## src/rtl/burst_col_pkg.sv

```systemverilog
// Package: shared types for the burst column generator.
// Assumes: 3-bit burst-length code, unlisted codes mean a single beat.
package burst_col_pkg;
    localparam int LEN_CODE_W = 3;

    typedef enum logic [LEN_CODE_W-1:0] {
        BL_1    = 3'b000,
        BL_2    = 3'b001,
        BL_4    = 3'b010,
        BL_8    = 3'b011,
        BL_PAGE = 3'b111
    } burst_len_e;
endpackage

```

## src/rtl/burst_len_decode.sv

```systemverilog
// Module: burst_len_decode
// Turns a burst-length code into a wrap mask (length-1) and a full-page flag.
// Assumes COL_W >= 3. Unlisted codes decode to a single beat.
module burst_len_decode
    import burst_col_pkg::*;
#(
    parameter int COL_W = 8
) (
    input  logic [LEN_CODE_W-1:0] len_code_i,
    output logic [COL_W-1:0]      wrap_mask_o,
    output logic                  full_page_o
);
    // Purpose: map each code to its mask; full page wraps over the whole row.
    always_comb begin
        full_page_o = 1'b0;
        case (len_code_i)
            BL_2:    wrap_mask_o = COL_W'(1);
            BL_4:    wrap_mask_o = COL_W'(3);
            BL_8:    wrap_mask_o = COL_W'(7);
            BL_PAGE: begin
                wrap_mask_o = '1;
                full_page_o = 1'b1;
            end
            default: wrap_mask_o = '0;
        endcase
    end
endmodule

```

## src/rtl/burst_col_map.sv

```systemverilog
// Module: burst_col_map
// Combines base column, beat index and wrap mask into the current column.
// Masked bits take either the incremented or the XORed value; others keep base.
// Assumes the caller clears the interleave bit for full-page bursts.
module burst_col_map #(
    parameter int COL_W = 8
) (
    input  logic [COL_W-1:0] base_col_i,
    input  logic [COL_W-1:0] beat_i,
    input  logic [COL_W-1:0] wrap_mask_i,
    input  logic             interleave_i,
    output logic [COL_W-1:0] col_o
);
    logic [COL_W-1:0] seq_sum;

    // Purpose: linear offset of the beat from the base column.
    always_comb seq_sum = base_col_i + beat_i;

    for (genvar b = 0; b < COL_W; b++) begin : g_bit
        // Purpose: pick the wrapped or the fixed value for one column bit.
        always_comb begin
            if (!wrap_mask_i[b])
                col_o[b] = base_col_i[b];
            else if (interleave_i)
                col_o[b] = base_col_i[b] ^ beat_i[b];
            else
                col_o[b] = seq_sum[b];
        end
    end
endmodule

```

## src/rtl/burst_beat_ctrl.sv

```systemverilog
// Module: burst_beat_ctrl
// Holds the burst state: active flag, beat counter and the captured
// start column, mask and ordering. Start beats terminate, terminate beats
// natural end. Assumes synchronous active-low reset.
module burst_beat_ctrl #(
    parameter int COL_W = 8
) (
    input  logic             clk,
    input  logic             rst_n,
    input  logic             start_i,
    input  logic             term_i,
    input  logic [COL_W-1:0] col_start_i,
    input  logic [COL_W-1:0] wrap_mask_i,
    input  logic             full_page_i,
    input  logic             interleave_i,
    output logic             active_o,
    output logic             last_o,
    output logic [COL_W-1:0] beat_o,
    output logic [COL_W-1:0] base_col_o,
    output logic [COL_W-1:0] wrap_mask_o,
    output logic             interleave_o
);
    logic active_q;
    logic full_q;
    logic [COL_W-1:0] beat_q;
    logic [COL_W-1:0] base_q;
    logic [COL_W-1:0] mask_q;
    logic il_q;
    logic at_end;

    // Purpose: a fixed burst has reached its final beat.
    always_comb at_end = !full_q && (beat_q == mask_q);

    // Purpose: advance, restart or stop the burst each cycle.
    always_ff @(posedge clk) begin
        if (!rst_n) begin
            active_q <= 1'b0;
            full_q   <= 1'b0;
            beat_q   <= '0;
            base_q   <= '0;
            mask_q   <= '0;
            il_q     <= 1'b0;
        end else if (start_i) begin
            active_q <= 1'b1;
            full_q   <= full_page_i;
            beat_q   <= '0;
            base_q   <= col_start_i;
            mask_q   <= wrap_mask_i;
            il_q     <= interleave_i && !full_page_i;
        end else if (active_q) begin
            if (term_i || at_end)
                active_q <= 1'b0;
            beat_q <= beat_q + 1'b1;
        end
    end

    // Purpose: drive the state out to the mapper and the top.
    always_comb begin
        active_o     = active_q;
        last_o       = active_q && at_end;
        beat_o       = beat_q;
        base_col_o   = base_q;
        wrap_mask_o  = mask_q;
        interleave_o = il_q;
    end

    // a full-page burst steps its beat by one every undisturbed cycle.
    assert_page_steps_R7: assert property (@(posedge clk) disable iff (!rst_n)
        active_q && full_q && !start_i && !term_i
        |=> active_q && beat_q == COL_W'($past(beat_q) + 1'b1));

    // start together with terminate still leaves a burst running.
    assert_start_beats_term_R9: assert property (@(posedge clk) disable iff (!rst_n)
        start_i && term_i |=> active_q && beat_q == '0);
endmodule

```

## src/rtl/burst_col_gen.sv

```systemverilog
// Module: burst_col_gen (top)
// Column address sequencer for one SDRAM burst: decodes the length code,
// keeps the beat state and maps each beat to a column.
// Assumes 256 columns by default; inputs are sampled on the rising edge.
module burst_col_gen
    import burst_col_pkg::*;
#(
    parameter int COL_W = 8
) (
    input  logic                  clk,
    input  logic                  rst_n,
    input  logic                  start_i,
    input  logic [COL_W-1:0]      col_start_i,
    input  logic [LEN_CODE_W-1:0] len_code_i,
    input  logic                  interleave_i,
    input  logic                  term_i,
    output logic [COL_W-1:0]      col_o,
    output logic                  col_valid_o,
    output logic                  last_beat_o
);
    logic [COL_W-1:0] dec_mask;
    logic             dec_full;
    logic [COL_W-1:0] st_beat;
    logic [COL_W-1:0] st_base;
    logic [COL_W-1:0] st_mask;
    logic             st_il;

    burst_len_decode #(.COL_W(COL_W)) u_decode (
        .len_code_i  (len_code_i),
        .wrap_mask_o (dec_mask),
        .full_page_o (dec_full)
    );

    burst_beat_ctrl #(.COL_W(COL_W)) u_ctrl (
        .clk          (clk),
        .rst_n        (rst_n),
        .start_i      (start_i),
        .term_i       (term_i),
        .col_start_i  (col_start_i),
        .wrap_mask_i  (dec_mask),
        .full_page_i  (dec_full),
        .interleave_i (interleave_i),
        .active_o     (col_valid_o),
        .last_o       (last_beat_o),
        .beat_o       (st_beat),
        .base_col_o   (st_base),
        .wrap_mask_o  (st_mask),
        .interleave_o (st_il)
    );

    burst_col_map #(.COL_W(COL_W)) u_map (
        .base_col_i   (st_base),
        .beat_i       (st_beat),
        .wrap_mask_i  (st_mask),
        .interleave_i (st_il),
        .col_o        (col_o)
    );

    // the first beat after a start shows the sampled start column.
    assert_start_loads_col_R2: assert property (@(posedge clk) disable iff (!rst_n)
        start_i |=> col_valid_o && col_o == $past(col_start_i));

    // a last beat is a valid beat and is followed by idle unless restarted.
    assert_last_is_valid_R6: assert property (@(posedge clk) disable iff (!rst_n)
        last_beat_o |-> col_valid_o);
    assert_last_then_idle_R6: assert property (@(posedge clk) disable iff (!rst_n)
        last_beat_o && !start_i |=> !col_valid_o);

    // terminate without start ends the burst on the next cycle.
    assert_term_stops_R8: assert property (@(posedge clk) disable iff (!rst_n)
        col_valid_o && term_i && !start_i |=> !col_valid_o && !last_beat_o);

    // while idle, only a start can raise the valid flag.
    assert_idle_holds_R10: assert property (@(posedge clk) disable iff (!rst_n)
        !col_valid_o && !start_i |=> !col_valid_o);
endmodule

```

## config.mk

```make
export PLATFORM = sky130hd
export DESIGN_NAME = burst_col_gen
export DESIGN_NICKNAME = d
export VERILOG_FILES = /design/src/rtl/burst_col_pkg.sv /design/src/rtl/burst_len_decode.sv /design/src/rtl/burst_col_map.sv /design/src/rtl/burst_beat_ctrl.sv /design/src/rtl/burst_col_gen.sv
export SDC_FILE = /design/constraint.sdc
export NUM_CORES = 1
export LEC_CHECK = 0
export BUFFER_PORTS_ARGS = -buffer_cell sky130_fd_sc_hd__buf_2
export CAP_MARGIN = 15
export CELL_PAD_IN_SITES_DETAIL_PLACEMENT = 1
export CELL_PAD_IN_SITES_GLOBAL_PLACEMENT = 2
export CORE_MARGIN = 3
export CORE_UTILIZATION = 35
export CTS_CLUSTER_SIZE = 8
export DETAILED_ROUTE_END_ITERATION = 7
export HOLD_SLACK_MARGIN = 0.02
export PLACE_DENSITY_LB_ADDON = 0.1
export SETUP_SLACK_MARGIN = 0.4
export SYNTH_ARGS = -nofsm -noshare
export SYNTH_HDL_FRONTEND = slang
export SYNTH_SLANG_ARGS = --single-unit
```

## constraint.sdc

```tcl
create_clock -name clk -period 2.39 [get_ports clk]
set_input_delay 0.1195 -clock clk [delete_from_list [all_inputs] [get_ports clk]]
set_output_delay 0.1195 -clock clk [all_outputs]
set_load 0.1 [all_outputs]
```

## Word-level counts from Yosys, hierarchy flattened

Index checks and enable logic that the tools add are counted.

| word-level totals | value |
|---|---|
| register bits after elaboration | 27 |
| output and inout bits | 10 |
| input port bits | 16 |
| logic and storage cells | 50 |

| cells by class | value |
|---|---|
| bitwise gates (word level) | 9 |
| add/sub/neg operators | 2 |
| muxes and demuxes | 21 |
| reduce and logical (&&, ||, !) cells | 7 |
| equality and inequality tests | 5 |

Operator list:

| kind | count |
|---|---|
| case mux 8 bit (4 select lines) | 1 |
| 2-to-1 mux 1 bit | 20 |
| adder 8 x 1 -> 8 bit (second input constant) | 1 |
| adder 8 bit | 1 |
| == test 8 bit | 1 |
| XOR 1 bit | 8 |
| == test 3 x 2 -> 1 bit (second input constant) | 2 |
| == test 3 x 1 -> 1 bit (second input constant) | 1 |
| == test 3 bit (second input constant) | 1 |
| logical AND 1 bit | 3 |
| logical NOT 1 bit | 2 |
| OR reduction 2 bit | 1 |
| logical OR 1 bit | 1 |
| NOT 1 bit | 1 |

## Logic depth before layout (Yosys ltp)

Gate-level depths: netlist of run 1.

| depth | value |
|---|---|
| depth in word-level cells | 6 |
| gate-level depth with buffers | 8 |
| gate-level depth less buffers | 8 |

## Modules after synthesis

From an unflattened synthesis of run 1, not the netlist that was laid out.

| unflattened totals | value |
|---|---|
| cell total of the unflattened synthesis | 183 |
| area total of the unflattened synthesis | 1,654.1 µm² |

Modules (own cells, without submodules):

| module | cells an instance | instances | seq. area each (µm²) | area an instance (µm²) |
|---|---|---|---|---|
| burst_beat_ctrl | 111 | 1 | 540.5 | 1,157.4 |
| burst_col_map | 61 | 1 | 0.0 | 420.4 |
| burst_len_decode | 11 | 1 | 0.0 | 76.3 |

## Worst setup path before layout of run 1

No wires, ideal clock.

| timing | value |
|---|---|
| path kind | reg-to-output |
| start point | register u_ctrl.beat_q[0] (netlist: u_ctrl.beat_o[0]) |
| end point | output port col_o[4] |
| setup slack | -674 ps |
| cell stages (with the launch flop) | 9 |
| data required time | 2,271 ps |
| arrival | 2,945 ps |
| buffers on the path | 0 |
| cell sequence | dfxtp_1 > ha_1 > inv_1 > fa_1 > nor2b_1 > o21ai_0 > a21oi_1 > xnor2_1 > a21oi_1 |

| on the way | value |
|---|---|
| cells in the longest elaborated chain, start to end | 3 |

Ends and longest elaborated chain:

| item | line | source |
|---|---|---|
| from (decl) | burst_beat_ctrl.sv:25 | `logic [COL_W-1:0] beat_q;` |
| from (signal assigned) | burst_beat_ctrl.sv:53 | `beat_q <= beat_q + 1'b1;` |
| adder 8 bit | burst_col_map.sv:17 | `always_comb seq_sum = base_col_i + beat_i;` |
| 2-to-1 mux 1 bit | burst_col_map.sv:24 | `else if (interleave_i)` |
| 2-to-1 mux 1 bit | burst_col_map.sv:22 | `if (!wrap_mask_i[b])` |
| to (decl) | burst_col_gen.sv:17 | `output logic [COL_W-1:0] col_o,` |

Every way passes these cells.

## Worst setup path in the final report of run 1

| timing | value |
|---|---|
| start point | register u_ctrl.base_q[1] (netlist: u_ctrl.base_col_o[1]) |
| end point | output port col_o[7] |

| on the way | value |
|---|---|
| cells in the longest elaborated chain, start to end | 3 |

Ends and longest elaborated chain:

| item | line | source |
|---|---|---|
| from (decl) | burst_beat_ctrl.sv:26 | `logic [COL_W-1:0] base_q;` |
| from (signal assigned) | burst_beat_ctrl.sv:47 | `base_q <= col_start_i;` |
| adder 8 bit | burst_col_map.sv:17 |  |
| 2-to-1 mux 1 bit | burst_col_map.sv:24 |  |
| 2-to-1 mux 1 bit | burst_col_map.sv:22 |  |

Every way passes these cells.

==> impl_metrics.yaml, run 1 <==
worst_hold_path:
  hp-class: "in2reg"
  hold_end: "u_ctrl.base_col_o[5]"
  whs_path_depth: 3
  hold_start: "col_start_i[5]"
sta:
  fmax_mhz: 425.6
  worstMarginPinSlew_ns: 0.4845
  min_period_ns: 2.350
  final-setup-viol-count: 0
  drv_slew: 0
  tns_ns: 0
  finalCritPeriodShare: 0.9831
  clock_skew_ns: 0.003307
  holdWs_ns: 0.1103
  hold_violations: 0
  relSlewSlack: 0.6792
  rsz0062_at_grt: "true"
clocking:
  cts.sinks: 22
  root_buffer: "clkbuf_8"
  clk_pin_slew_worst_paths_ns: 0.08
  numCtsBuffers: 3
  htreeDepth: 1
  clk_path_buf_depth: 2
  cts_hold_buf: 0
  cts_tree: "done"
  clkLatencyLatePin_ns: 0.27
synth:
  synth_cell_types: 36
  synth_edf_count: 0
  synth_seq_cells: 22
  synth-async-reset-ratio: 0
  syn_nets: 182
  avgSynthCellArea_sq_um: 8.655
  yosysSeqAreaShare: 0.3241
  yosysWarnings: 0
  postSynthCellCount: 157
  syn_area_sq_mm: 0.001359
  synth_flop_cell: "dfxtp_1"
global_routing:
  grt_max_degree: 20
  grt_pass1_vias: 1352
  grt_pass1_wl_um: 6630
  grt_usage: 0.1927
  grt.overflow.total: 0
  antenna_found_initial: 0
power:
  ir_worst_vdd_v: 0.0003356
  clock_power_share: 0.268
  pwr-share-comb: 0.295
  internal_power_mw: 0.5982
  power.leakage_nw: 0.7284
  power_density_mw_per_mm2: 455.8
  switching_share: 0.3469
  p_seq_frac: 0.437
  p_switching_mw: 0.3177
die:
  coreArea_sq_mm: 0.003689
  start_util: 0.3684
  row_count: 22
  dieArea_sq_mm: 0.004666
  die_h_um: 68.31
  chipWidth_um: 68.31
  io_pins: 26
worst_setup_path:
  critical_path_arrival_ns: 2.23
  cp_slowest_cell: "mux2i_2"
  r2r-end: "u_ctrl.active_o"
  crit_fanout: 3
  worst-endpoint-required_ns: 2.27
  timing.rr.start: "u_ctrl.beat_o[4]"
  startpoint_type: "register"
  critPathCaptureType: "output port"
  cp_cell_sequence: "ha_4 -> a211oi_4 -> nor3_2 -> a311oi_2 -> mux2i_2 -> xor2_4 -> buf_12"
  cpPeakStageDelay_ns: 0.37
  r2r_cells: 4
  rrSetupSlack_ns: 0.86
  critical_path_class: "reg2out"
route:
  vias: 1231
  post_drt_wl_per_cell_um: 16.91
  wl_um: 3973
  antenna_left: 0
  post_drt_via_cell_ratio: 5.238
  dr.pass1.iters: 4
  drc: 0
  first_iter_violations: 58
layout:
  design_area_sq_mm: 0.002009
  diodes: 0
  nets: 213
  drive_above_1_share: 0.4706
  syn_to_final_growth_pct: 47.88
placement:
  dp_hpwl_um: 2707
  portBuffers: 25
  gp_congestion: 0.9635
  place_area_sq_mm: 0.001689
run:
  maxCapViolCount: 0
status:
  outcome: "completed"
## state kept, by name, indices dropped and copies added (netlist names)
name / count
u_ctrl.beat_o: 8
u_ctrl.full_q: 1
u_ctrl.interleave_o: 1
u_ctrl.wrap_mask_o: 3
u_ctrl.active_o: 1
u_ctrl.base_col_o: 8
## kinds of logic (layout without fill, tap and decap cells)
group / after synthesis / after routing / synth area share
simple gates: 58 / 58 / 0.2366
compound gates: 29 / 29 / 0.1308
flops: 22 / 22 / 0.3241
xor+xnor: 13 / 13 / 0.08379
mux: 13 / 13 / 0.09761
buf+inv: 13 / 43 / 0.03867
fa+ha+maj: 9 / 9 / 0.08840
## power by group through the flow
stage / sequential [mW] / combinational (mW) / clock [mW]
after floorplan: 0.408 / 0.170 / 0
after global placement: 0.409 / 0.216 / 0
after detailed placement: 0.409 / 0.225 / 0
after CTS: 0.399 / 0.260 / 0.247
after global routing: 0.403 / 0.287 / 0.273
final: 0.400 / 0.271 / 0.246
## final cells by class
| cell class | instances | area [sq um] |
|---|---|---|
| Tap cell | 48 | 60.06 |
| Inverter | 6 | 22.52 |
| Clock buffer | 3 | 41.29 |
| Timing Repair Buffer | 33 | 305.3 |
| Clock inverter | 1 | 3.754 |
| Fill cell | 415 | 1679 |
| Multi-Input combinational cell | 122 | 1109 |
| Sequential cell | 22 | 467.9 |
## timing repair
item / in CTS / in global routing
buffers inserted: 6 / 0
pin swaps: 8 / 5
gates resized for setup: 48 / 13
gates cloned: 0 / 0
setup endpoints to repair: 8 / 8
## worst max-delay path by stage
stage,depth (start not counted),slack [ns],start,end
6_report,7,0.04,u_ctrl.base_col_o[1],col_o[7]
5_1_grt,7,-0.03,u_ctrl.base_col_o[1],col_o[7]
4_1_cts,7,0.07,u_ctrl.base_col_o[1],col_o[7]
3_5_place_dp,7,0.21,u_ctrl.beat_o[6],col_o[7]
3_3_place_gp,7,0.27,u_ctrl.beat_o[4],col_o[7]
2_1_floorplan,6,0.15,u_ctrl.beat_o[1],col_o[7]
## layout by cell type, fill, tap and decap left out, types with 4 or more instances in the layout
cell / synthesis / final
ha_4: 0 / 6
buf_2: 3 / 17
nor2_1: 13 / 10
o21ai_0: 8 / 5
dfxtp_1: 22 / 8
buf_4: 0 / 8
nand3_1: 4 / 4
nand2b_1: 5 / 5
dfxtp_2: 0 / 10
nor2b_1: 9 / 8
xnor2_1: 8 / 6
buf_12: 0 / 8
a21oi_4: 0 / 4
nand2_1: 8 / 8
inv_1: 6 / 5
dfxtp_4: 0 / 4
mux2i_1: 11 / 10
nand4_1: 4 / 4
xor2_1: 5 / 4
## worst max-delay path: cells and delay by family, from the launching register on
family | cells | cell delay (ns)
flip-flops | 1 | 0.35
buffers and inverters | 1 | 0.19
AO/OA/AOI/OAI | 2 | 0.53
adder cells (fa/ha/maj) | 1 | 0.25
XOR/XNOR | 1 | 0.19
multiplexers | 1 | 0.37
AND/OR/NAND/NOR | 1 | 0.08
## synth_stat cells (all sizes together) (5+ instances only)
cell type,instances,area share
o21ai,8,0.029
mux2i,11,0.081
xnor2,8,0.052
nand2b,5,0.023
nand2,8,0.022
inv,6,0.017
a21oi,10,0.037
nor2b,9,0.041
ha,8,0.074
xor2,5,0.032
dfxtp,22,0.32
nor2,13,0.036
## metal layers
layer,global-route usage,vias to the layer above,share of wire
met1,0.2279,599,0.43
met2,0.3514,21,0.53
met5,0,-,0
met3,0.04105,4,0.032
li1,-,607,-
met4,0.04467,0,0.012
## per-stage QoR
stage,power [mW],std cells,setup WS (ns),util
after floorplan,0.5782,157,0.1500,-
after global placement,0.6252,225,0.2681,0.4579
after detailed placement,0.6338,225,0.2062,0.4579
after CTS,0.9064,235,0.07442,0.5322
after global routing,0.9629,235,-0.02894,0.5448
final,0.9159,235,0.04047,0.5448
No activity file was read; power rests on OpenSTA's default activity.
==> run 2: changes to the inputs <==
BUFFER_PORTS_ARGS = default   (was -buffer_cell sky130_fd_sc_hd__buf_2)
CORE_UTILIZATION = 39   (was 35)
DONT_BUFFER_PORTS = 1   (was default)
==> impl_metrics.yaml, run 2 (synthesized netlist as in run 1, its figures left out) <==
route:
  wl_um: 3938
  post_drt_via_cell_ratio: 5.322
  met1_length_um: 1776
  vias: 1208
  first_iter_violations: 51
  dr.pass1.iters: 4
  wl_met3_um: 102
  antenna_left: 0
  drc: 0
  top_layer: "met4"
  post_drt_wl_per_cell_um: 17.35
  route.met2.wl_um: 2002
worst_hold_path:
  hp-class: "in2reg"
  hold_end: "u_ctrl.interleave_o"
  whs_path_depth: 3
  hold_start: "len_code_i[2]"
sta:
  fmax_mhz: 419.9
  min_period_ns: 2.382
  worstMarginPinSlew_ns: 0.8058
  rsz0062_at_grt: "true"
  hold_violations: 0
  drv_slew: 0
  clock_skew_ns: 0.003236
  finalWorstSetupSlack_ns: 0.008264
  relSlewSlack: 0.4610
  final-setup-viol-count: 0
  finalCritPeriodShare: 0.9965
  holdWs_ns: 0.1098
power:
  internal_power_mw: 0.5460
  p_switching_mw: 0.3006
  power.leakage_nw: 0.6941
  power_density_mw_per_mm2: 422.4
  ir_worst_vdd_v: 0.0002709
  switching_share: 0.3550
  clock_power_share: 0.218
  pwr-share-comb: 0.311
  power_mw: 0.8466
  p_seq_frac: 0.471
placement:
  place_inst: 201
  dp_slack_ns: 0.2249
  dp_hpwl_um: 2427
  portBuffers: 0
  gp_congestion: 0.8261
layout:
  fillers: 358
  seq_area_sq_um: 473.0
  multiInputGateArea_sq_mm: 0.001104
  final_common_cell: "dlygate4sd3_1"
  diodes: 0
  drive_above_1_share: 0.3443
  stdcell_count: 227
  layout_common_cells: "16 x dlygate4sd3_1, 12 x nor2_1, 10 x mux2i_1, 10 x dfxtp_1"
  syn_to_final_growth_pct: 47.51
  nets: 209
worst_setup_path:
  r2r-end: "u_ctrl.active_o"
  critical_path_class: "reg2out"
  r2r_cells: 6
  startpoint_type: "register"
  critical_path_arrival_ns: 2.26
  crit_fanout: 5
  timing.rr.start: "u_ctrl.beat_o[6]"
  rrSetupSlack_ns: 0.71
  worst-endpoint-required_ns: 2.27
  critPathCaptureType: "output port"
die:
  start_util: 0.4276
  die_h_um: 65.03
  row_count: 20
  io_pins: 26
  coreArea_sq_mm: 0.003178
  chipWidth_um: 65.03
  dieArea_sq_mm: 0.004228
clocking:
  clkLatencyLatePin_ns: 0.31
  clk_path_buf_depth: 2
  htreeDepth: 1
  root_buffer: "clkbuf_4"
  cts_tree: "done"
  clk_pin_slew_worst_paths_ns: 0.13
  numCtsBuffers: 3
  cts.sinks: 22
global_routing:
  grt_max_degree: 17
  antenna_found_initial: 0
  grt_usage: 0.2061
  grt_pass1_vias: 1358
  grt.overflow.total: 0
  grt_pass1_wl_um: 6720
run:
  maxCapViolCount: 0
status:
  outcome: "completed"
-- run 2: how the worst max path moves through the flow --
stage | startpoint | endpoint | cells past startpoint
3_5_place_dp | u_ctrl.beat_o[4] | col_o[7] | 7
2_1_floorplan | u_ctrl.beat_o[1] | col_o[7] | 6
5_1_grt | u_ctrl.interleave_o | col_o[7] | 6
4_1_cts | u_ctrl.base_col_o[1] | col_o[7] | 7
6_report | u_ctrl.beat_o[4] | col_o[7] | 7
3_3_place_gp | u_ctrl.beat_o[4] | col_o[7] | 7
-- run 2: power by group through the flow --
stage          Clock, mW  Sequential (mW)  Combinational, mW
2_1_floorplan          0            0.408              0.170
3_3_place_gp           0            0.408              0.190
3_5_place_dp           0            0.409              0.193
4_1_cts            0.188            0.399              0.260
5_1_grt            0.209            0.402              0.278
6_report           0.185            0.399              0.264
-- run 2: final cells by class --
| class | count | area share |
|---|---|---|
| sequential | 22 | 0.2360 |
| clock buffer | 4 | 0.01311 |
| inverter | 6 | 0.01124 |
| timing repair buffer | 29 | 0.1617 |
| multi-input combinational | 122 | 0.5506 |
| tap | 44 | 0.02747 |
-- run 2: what timing repair did --
item | in CTS | in global routing
buffers inserted | 6 | 0
pin swaps | 8 | 3
gates resized for setup | 40 | 8
endpoints found under the setup margin | 8 | 8
hold buffers | 15 | 1
endpoints found under the hold margin | 14 | 1
-- run 2: worst max-delay path, stage by stage, from the launching register on --
cell	delay, ns
dfxtp_4	0.38
ha_4	0.26
a21oi_2	0.11
nor2_1	0.08
a311oi_2	0.35
mux2i_2	0.36
xor2_4	0.20
buf_12	0.19
-- run 2: stage by stage --
step           instance area [sq um]   TNS, ns  utilization
2_1_floorplan                   1489         0            -
3_3_place_gp                    1579         0       0.4969
3_5_place_dp                    1579         0       0.4969
4_1_cts                         1976         0       0.6217
5_1_grt                         2004  -0.09115       0.6307
6_report                        2004         0       0.6307
-- run 2: routing by layer --
metal,vias up,GRT usage
met4,0,0.03627
met1,585,0.2619
met2,19,0.3614
met3,6,0.04333
li1,598,-
met5,-,0
==> run 3: changes to the inputs <==
ABC_AREA = 1   (was default)
CORE_UTILIZATION = 36   (was 39)
RECOVER_POWER = 50   (was default)
==> impl_metrics.yaml, run 3 <==
global_routing:
  grt_pass1_vias: 1486
  grt_max_degree: 14
  grt_usage: 0.2016
  grt.overflow.total: 0
  grt_pass1_wl_um: 6782
  antenna_found_initial: 0
power:
  pwr-share-comb: 0.285
  p_seq_frac: 0.466
  internal_power_mw: 0.5564
  ir_worst_vdd_v: 0.0002501
  p_switching_mw: 0.3014
  switching_share: 0.3514
  power_density_mw_per_mm2: 467.3
  clock_power_share: 0.250
  power_mw: 0.8578
  power.leakage_nw: 0.7108
synth:
  yosysWarnings: 0
  synth_seq_cells: 22
  postSynthCellCount: 191
  yosysSeqAreaShare: 0.3352
  synth_flop_cell: "dfxtp_1"
  synth_edf_count: 0
  synth_area_leader_cell: "dfxtp_1"
  syn_area_sq_mm: 0.001314
  yosysTopAreaCellShare: 0.3352
  synth-async-reset-ratio: 0
  synthTopCellsByCount: "48 x nand2_1, 29 x inv_1, 22 x dfxtp_1"
  yosysMostFrequentCell: "nand2_1"
  syn_nets: 216
  synth_cell_types: 30
  synth_top_cells_by_area: "dfxtp_1 34%, nand2_1 14%, inv_1 8.3%, ha_1 7.6%, o21ai_0 5.0%"
  avgSynthCellArea_sq_um: 6.878
sta:
  fmax_mhz: 467.4
  tns_ns: 0
  rsz0062_at_grt: "true"
  relSlewSlack: 0.2295
  min_period_ns: 2.139
  finalCritPeriodShare: 0.8951
  hold_violations: 0
  finalWorstSetupSlack_ns: 0.2507
  worstMarginPinSlew_ns: 1.161
  clock_skew_ns: 0.006438
  drv_slew: 0
  final-setup-viol-count: 0
worst_setup_path:
  r2r_cells: 10
  worstSetupEndpoint: "col_o[6]"
  r2r-end: "u_ctrl.active_o"
  timing.rr.start: "u_ctrl.beat_o[0]"
  critical_path_arrival_ns: 2.02
  crit_fanout: 2
  critPathCaptureType: "output port"
  rrSetupSlack_ns: 0.47
  startpoint_type: "register"
  worst-endpoint-required_ns: 2.27
  startpoint: "u_ctrl.beat_o[0]"
  critical_path_class: "reg2out"
die:
  row_count: 21
  start_util: 0.3846
  dieArea_sq_mm: 0.004410
  io_pins: 26
  die_h_um: 66.41
  chipWidth_um: 66.41
  coreArea_sq_mm: 0.003416
route:
  post_drt_via_cell_ratio: 5.080
  antenna_left: 0
  dr.pass1.iters: 4
  drc: 0
  post_drt_wl_per_cell_um: 14.87
  wl_um: 3910
  vias: 1336
  first_iter_violations: 35
layout:
  diodes: 0
  fillers: 428
  drive_above_1_share: 0.2166
  seq_area_sq_um: 452.9
  syn_to_final_growth_pct: 39.71
  multiInputGateArea_sq_um: 883.3
  nets: 243
  final_common_cell: "nand2_1"
  layout_common_cells: "45 x nand2_1, 28 x inv_1, 15 x nor2_1"
clocking:
  root_buffer: "clkbuf_4"
  cts_tree: "done"
  clkLatencyLatePin_ns: 0.32
  numCtsBuffers: 3
  cts.sinks: 22
  htreeDepth: 1
  clk_path_buf_depth: 2
  clk_pin_slew_worst_paths_ns: 0.12
placement:
  portBuffers: 0
  dp_slack_ns: 0.3137
  dp_hpwl_um: 2800
  gp_congestion: 0.9006
run:
  maxCapViolCount: 0
worst_hold_path:
  hp-class: "in2reg"
status:
  outcome: "completed"
[run 3: changes by cell type in the layout (fill, tap and decap cells not counted), sizes merged, moves of 4 or more]
cell    change
mux2i      -11
xor2        -4
xnor2       -7
nor2b       -9
nand2      +41
a22o        +4
inv        +23
o22ai       +4
o21ai       +8
nand3       +8
nand2b      -5
nor2        +4
[run 3: worst min-delay path by stage]
stage | from | endpoint | slack [ns] | depth (start not counted)
2_1_floorplan | col_start_i[0] | u_ctrl.base_col_o[0] | 0.23 | 2
3_3_place_gp | col_start_i[3] | u_ctrl.base_col_o[3] | 0.24 | 2
3_5_place_dp | col_start_i[0] | u_ctrl.base_col_o[0] | 0.24 | 2
4_1_cts | len_code_i[2] | u_ctrl.wrap_mask_o[1] | 0.05 | 3
5_1_grt | len_code_i[2] | u_ctrl.wrap_mask_o[1] | 0.07 | 3
6_report | len_code_i[2] | u_ctrl.wrap_mask_o[1] | 0.06 | 3
[run 3: through the flow]
| stage | util | cell area [sq um] | cells | hold WS (ns) |
|---|---|---|---|---|
| after floorplan | - | 1349 | 191 | 0.2322 |
| after CTS | 0.5249 | 1793 | 260 | 0.04569 |
| after global placement | 0.4260 | 1455 | 241 | 0.2362 |
| after global routing | 0.5374 | 1836 | 263 | 0.06572 |
| after detailed placement | 0.4260 | 1455 | 241 | 0.2416 |
| final | 0.5374 | 1836 | 263 | 0.05552 |
[run 3: power groups by stage]
stage	clock [mW]	sequential (mW)	combinational [mW]
floorplan	0	0.408	0.154
global placement	0	0.404	0.193
detailed placement	0	0.405	0.195
CTS	0.225	0.399	0.235
global route	0.233	0.401	0.261
finish	0.214	0.399	0.244
[run 3: logic make-up after synthesis]
| family | after synthesis | synth area share |
|---|---|---|
| XOR/XNOR | 2 | 0.01334 |
| adder cells (fa/ha/maj) | 9 | 0.09143 |
| AND/OR/NAND/NOR | 86 | 0.2867 |
| flip-flops | 22 | 0.3352 |
| buffers and inverters | 34 | 0.1000 |
| AO/OA/AOI/OAI | 38 | 0.1733 |
[run 3: timing repair]
item	CTS	global route
setup endpoints to repair	7	7
pin swaps	2	0
hold buffers	14	0
gates resized for setup	32	10
setup buffers	1	3
endpoints found under the hold margin	12	0
[run 3: routing by layer]
layer / up-vias / wire (um) / global-route usage
met5: - / 0 / 0
met2: 25 / 1894 / 0.3532
met4: 0 / 16 / 0.04569
met1: 626 / 1874 / 0.2520
li1: 683 / - / -
met3: 2 / 125 / 0.03912
[run 3: layout make-up]
type | instances | area share
Timing Repair Buffer | 27 | 0.1616
Inverter | 29 | 0.05930
Sequential cell | 22 | 0.2468
Multi-Input combinational cell | 135 | 0.4813
Clock buffer | 4 | 0.01977
Tap cell | 46 | 0.03136
[run 3: critical path, cell delays in order (launching register included)]
cell	delay [ns]
dfxtp_1	0.41
ha_4	0.16
inv_2	0.04
fa_2	0.34
o21ai_2	0.15
nand3b_1	0.11
nand3_1	0.12
nand3_2	0.10
nand2_4	0.28
